### src/rtl/hcla_pkg.sv
// Package: shared sizing for the hierarchical lookahead adder.
// Assumes a fixed lookahead fan-in of four at every tree level.
package hcla_pkg;
    localparam int unsigned LA_FANIN = 4;
endpackage

### src/rtl/hcla_la4.sv
// Module: four-way lookahead unit.
// Takes four generate/propagate pairs and a carry-in. Returns the carries
// into positions 1..3 and the combined generate/propagate of the four.
// The same unit serves bits, groups and blocks. No term exceeds four inputs.
module hcla_la4 (
    input  logic [3:0] pi,
    input  logic [3:0] gi,
    input  logic       cin,
    output logic [3:1] cout,
    output logic       gg,
    output logic       gp
);
    // Purpose: flat sum-of-products carries and group terms, no internal ripple.
    always_comb begin
        cout[1] = gi[0] | (pi[0] & cin);
        cout[2] = gi[1] | (pi[1] & gi[0]) | (pi[1] & pi[0] & cin);
        cout[3] = gi[2] | (pi[2] & gi[1]) | (pi[2] & pi[1] & gi[0])
                | (pi[2] & pi[1] & pi[0] & cin);
        gg      = gi[3] | (pi[3] & gi[2]) | (pi[3] & pi[2] & gi[1])
                | (pi[3] & pi[2] & pi[1] & gi[0]);
        gp      = pi[3] & pi[2] & pi[1] & pi[0];
    end
endmodule

### src/rtl/hcla_bitpg.sv
// Module: per-bit generate and propagate.
// Propagate is the inclusive OR of the operand bits, not the XOR.
module hcla_bitpg #(
    parameter int unsigned W = 64
) (
    input  logic [W-1:0] a,
    input  logic [W-1:0] b,
    output logic [W-1:0] g,
    output logic [W-1:0] p
);
    // Purpose: form generate and propagate for every bit position.
    always_comb begin
        g = a & b;
        p = a | b;
    end
endmodule

### src/rtl/hcla_sumxor.sv
// Module: sum formation from the operand bits and the carry into each bit.
module hcla_sumxor #(
    parameter int unsigned W = 64
) (
    input  logic [W-1:0] a,
    input  logic [W-1:0] b,
    input  logic [W-1:0] c,
    output logic [W-1:0] s
);
    // Purpose: three-input XOR per bit.
    always_comb s = a ^ b ^ c;
endmodule

### src/rtl/hcla_adder64.sv
// Module: 64-bit adder with a three-level, fan-in-4 carry lookahead tree.
// Level 1: 16 units over bits give group terms and per-bit carries.
// Level 2: 4 units over groups give block terms and per-group carries.
// Level 3: 1 unit over blocks gives per-block carries and the carry-out.
// Assumes W = 64, so that 4 blocks exactly fill the top unit.
// Purely combinational, so it has no clock or reset.
module hcla_adder64 #(
    parameter int unsigned W = 64
) (
    input  logic [W-1:0] a,
    input  logic [W-1:0] b,
    input  logic         ci,
    output logic [W-1:0] s,
    output logic         co
);
    import hcla_pkg::*;

    localparam int unsigned NGRP = W / LA_FANIN;
    localparam int unsigned NBLK = NGRP / LA_FANIN;

    logic [W-1:0]    bit_g, bit_p, bit_c;
    logic [NGRP-1:0] grp_g, grp_p, grp_c;
    logic [NBLK-1:0] blk_g, blk_p, blk_c;
    logic            top_g, top_p;
    logic [3:1]      top_c;

    hcla_bitpg #(.W(W)) u_pg (.a(a), .b(b), .g(bit_g), .p(bit_p));

    // Level 1: bit carries inside each group, and the group terms.
    for (genvar k = 0; k < NGRP; k++) begin : g_lvl1
        logic [3:1] cc;
        hcla_la4 u_la (
            .pi  (bit_p[LA_FANIN*k +: LA_FANIN]),
            .gi  (bit_g[LA_FANIN*k +: LA_FANIN]),
            .cin (grp_c[k]),
            .cout(cc),
            .gg  (grp_g[k]),
            .gp  (grp_p[k])
        );
        // Purpose: route the carry into each bit of group k.
        always_comb bit_c[LA_FANIN*k +: LA_FANIN] = {cc, grp_c[k]};
    end

    // Level 2: group carries inside each block, and the block terms.
    for (genvar m = 0; m < NBLK; m++) begin : g_lvl2
        logic [3:1] cc;
        hcla_la4 u_la (
            .pi  (grp_p[LA_FANIN*m +: LA_FANIN]),
            .gi  (grp_g[LA_FANIN*m +: LA_FANIN]),
            .cin (blk_c[m]),
            .cout(cc),
            .gg  (blk_g[m]),
            .gp  (blk_p[m])
        );
        // Purpose: route the carry into each group of block m.
        always_comb grp_c[LA_FANIN*m +: LA_FANIN] = {cc, blk_c[m]};
    end

    // Level 3: carries into the blocks from the adder carry-in.
    hcla_la4 u_top (
        .pi  (blk_p),
        .gi  (blk_g),
        .cin (ci),
        .cout(top_c),
        .gg  (top_g),
        .gp  (top_p)
    );

    // Purpose: block carries and the 64-bit carry-out.
    always_comb begin
        blk_c = {top_c, ci};
        co    = top_g | (top_p & ci);
    end

    hcla_sumxor #(.W(W)) u_sum (.a(a), .b(b), .c(bit_c), .s(s));
endmodule

### config.mk
export PLATFORM = sky130hd
export DESIGN_NAME = hcla_adder64
export DESIGN_NICKNAME = d
export VERILOG_FILES = /design/src/rtl/hcla_pkg.sv /design/src/rtl/hcla_la4.sv /design/src/rtl/hcla_bitpg.sv /design/src/rtl/hcla_sumxor.sv /design/src/rtl/hcla_adder64.sv
export SDC_FILE = /design/constraint.sdc
export NUM_CORES = 1
export LEC_CHECK = 0
export ABC_AREA = 1
export ABC_CLOCK_PERIOD_IN_PS = 2570
export BUFFER_PORTS_ARGS = -buffer_cell sky130_fd_sc_hd__buf_2
export CAP_MARGIN = 20
export CELL_PAD_IN_SITES_DETAIL_PLACEMENT = 0
export CELL_PAD_IN_SITES_GLOBAL_PLACEMENT = 2
export CORE_ASPECT_RATIO = 1.1
export CORE_MARGIN = 1
export CORE_UTILIZATION = 23
export DETAILED_ROUTE_END_ITERATION = 16
export PLACE_DENSITY_LB_ADDON = 0.1
export SLEW_MARGIN = 20
export SYNTH_ARGS = -nofsm -noshare
export SYNTH_HDL_FRONTEND = slang
export SYNTH_SLANG_ARGS = --single-unit
### constraint.sdc
create_clock -name vclk -period 2.57
set_input_delay 0.514 -clock vclk [all_inputs]
set_output_delay 0.514 -clock vclk [all_outputs]
set_load 0.01 [all_outputs]
==> impl_summary.log <==
[metrics] run status: complete, but fails checks
[metrics] violated checks: setup timing
[metrics] FFs & Latches: 0
[metrics] # clk buffers: 0
[metrics] routability congestion estimate from global placement: 0.765
[metrics] final period utilization: 114%
[metrics] element type at the critical path start: primary input
[metrics] antenna violations before repair: 3
[metrics] number of fillers in the final layout: 2057
[metrics] number of global-route vias before repair: 5052
[metrics] slowest cell on the critical path: fa_2
[metrics] minimum clock period after layout: 2940 ps
[metrics] Fmax achieved: 340 MHz
[metrics] input/output buffers: 194
[metrics] post-synth top area share: 35.1%
[metrics] Area growth, synth to finish: 71.4%
[metrics] peak supply drop: 135 µV
[metrics] top post-synthesis cells by area: ha_1, inv_1, nand2_1, fa_1, nand3_1
[metrics] final HPWL from detailed placement: 11500 µm
[metrics] number of DRC markers after the initial detailed-route iteration: 74
[metrics] worst path cell trace: buf_2 > inv_2 > ha_4 > inv_2 > a21oi_2 > o21ai_2 > nand2_1 > nand3_2 > nor2_4 > nand3_4 > buf_4 > fa_2 > xor2_1 > buf_2
[metrics] worst setup path class: primary input to output pin
[metrics] Tightest Hold Check Type: primary input to output pin
[metrics] boundary pin count: 194
[metrics] CP Max Fanout: 4
[metrics] Max Transition Viols Final: 0
[metrics] total iterations of the first detailed-routing run: 4
[metrics] area enclosed by the die boundary: 20400 µm²
[metrics] FF+latch area: 0 µm²
[metrics] antenna viol nets, final: 0
[metrics] library cell with the highest instance count after synthesis: inv_1
[metrics] Placed Area: 6740 µm²
[metrics] Total GRT Usage: 12.2%
[metrics] delay contributed by the slowest stage of the critical path: 340 ps
[metrics] area of combinational cells with multiple inputs: 4530 µm²
[metrics] Final Instance Area: 7820 µm²
[metrics] library cell with the largest summed area after synthesis: ha_1
[metrics] register area share after synthesis: 0%
[metrics] DRC errors left: 0
[metrics] post-detailed-routing wire length: 13000 µm
[metrics] number of hold violations in the final report: 0
[metrics] leakage power total: 0.00453 µW
[metrics] pin count of the biggest net entering global routing: 6
[metrics] overall power consumption: 1780 µW
[metrics] Critical Path RT: 2060 ps
[metrics] distinct cell type count after synthesis: 28
[metrics] share of cells above drive strength 1: 52.6%
[metrics] sum of buffers and inverters on the critical path: 5
[metrics] netlist area before placement: 4560 µm²
[metrics] Arr. time, crit path: 2430 ps
[metrics] capturing element type of the critical path: output pin
[metrics] number of warnings printed during yosys synthesis: 0
[metrics] routed len/inst: 10.3 µm
[metrics] residual overflow from global routing: 0
[metrics] drt via density: 3.99
[metrics] die height: 150 µm
[metrics] number of cells produced by synthesis: 708
[metrics] total core area: 19300 µm²
[metrics] Cell Rows: 53
[metrics] die extent in x: 136 µm
[metrics] Max-Slew Margin vs Limit: 78.1%
[metrics] Final Net Count: 1295
[metrics] Post-Synthesis Mean Instance Area: 6.45 µm²
[metrics] total of max-cap violations: 0
[metrics] routed vias: 5072
[metrics] initial core utilization: 23.7%
[metrics] Placed Instances: 1242
[metrics] nets in the synthesized netlist: 981
[metrics] first-pass GRT wire length: 21100 µm
[metrics] Cell Pwr Density: 227 nW/µm²
[metrics] final setup fails: 54
[metrics] category of cells accounting for the largest share of critical-path delay: buffers and inverters
[metrics] Synth top cells by count: inv_1, ha_1, nand2_1, nor2_1, nand3_1
[metrics] Tightest Pin Transition: 325 ps
[metrics] Layout Cells excl Fill: 1270
[metrics] unrepaired setup endpoints after global routing: true
[metrics] smallest setup slack after layout: -369 ps
-- report_power, final --
| part | switching, µW | total (µW) | leakage (µW) | internal (µW) |
|---|---|---|---|---|
| clock network | 0 | 0.000156 | 0.0000000190 | 0.000156 |
| registers | 0 | 0 | 0 | 0 |
| logic | 889 | 1780 | 0.00453 | 886 |
-- logic make-up after synthesis --
group,after synthesis,synth area share (%)
AND/OR/NAND/NOR,260,27.3
buffers and inverters,225,18.5
adder cells (fa/ha/maj),144,42.1
AO/OA/AOI/OAI,50,6.52
XOR/XNOR,29,5.56
-- tightest hold or removal path, cell delays in order --
cell and delay (ps):
buf_4 100, fa_2 200, buf_6 100
-- cell type report --
class / count / area share (%)
Tap cell: 247 / 3.95
Antenna cell: 3 / 0.0960
Timing Repair Buffer: 312 / 27.1
Multi-Input combinational cell: 483 / 57.9
Inverter: 225 / 11.0
-- cells in the final DEF (no fill, tap or decap), types with 8 or more instances in the layout --
cell type  netlist  layout
a21oi_1         25      13
a21oi_2          3      13
buf_2            0     158
buf_4            0     115
buf_6            0      32
fa_2             0      14
ha_1           128      94
ha_2             0      16
ha_4             0      18
inv_1          223     172
inv_2            2      47
nand2_1        113      90
nand2_2         22      29
nand2_4          2      18
nand3_1         40      28
nand3_2          9      17
nor2_1          49      38
nor2_4           2      12
xor2_1          22      14
xor2_2           0       8
-- routing by layer --
layer | up-vias | wire length, µm | track usage (%) | share of wire, %
li1 | 2706 | - | - | -
met3 | 10 | 840 | 2.13 | 6.4
met2 | 115 | 6790 | 23.8 | 52
met4 | 0 | 146 | 1.28 | 1.1
met5 | - | 0 | 0 | 0
met1 | 2241 | 5260 | 14.1 | 40
-- stage by stage --
stage / worst slack, ps / utilization, % / TNS [ps] / hold slack, ps
after floorplan: -63.6 / - / -318 / 1220
after global placement: -472 / 34.9 / -16840 / 1420
after detailed placement: -487 / 34.9 / -17400 / 1430
after CTS: -395 / 39.0 / -12270 / 1430
after global routing: -487 / 40.5 / -19090 / 1450
final: -369 / 40.5 / -11920 / 1430
-- worst paths after layout --
path / startpoint / end / cells after the start
worst max-delay path: b[37] / s[49] / 14
worst min-delay path: b[12] / s[12] / 3
-- repair_timing --
item	in CTS	in global routing
endpoints found under the setup margin	57	61
setup buffers	21	8
pin swaps	70	47
gates resized for setup	180	69
gates cloned	0	0
hold buffers	0	0
Note: power is estimated with default switching activity, not from simulation.
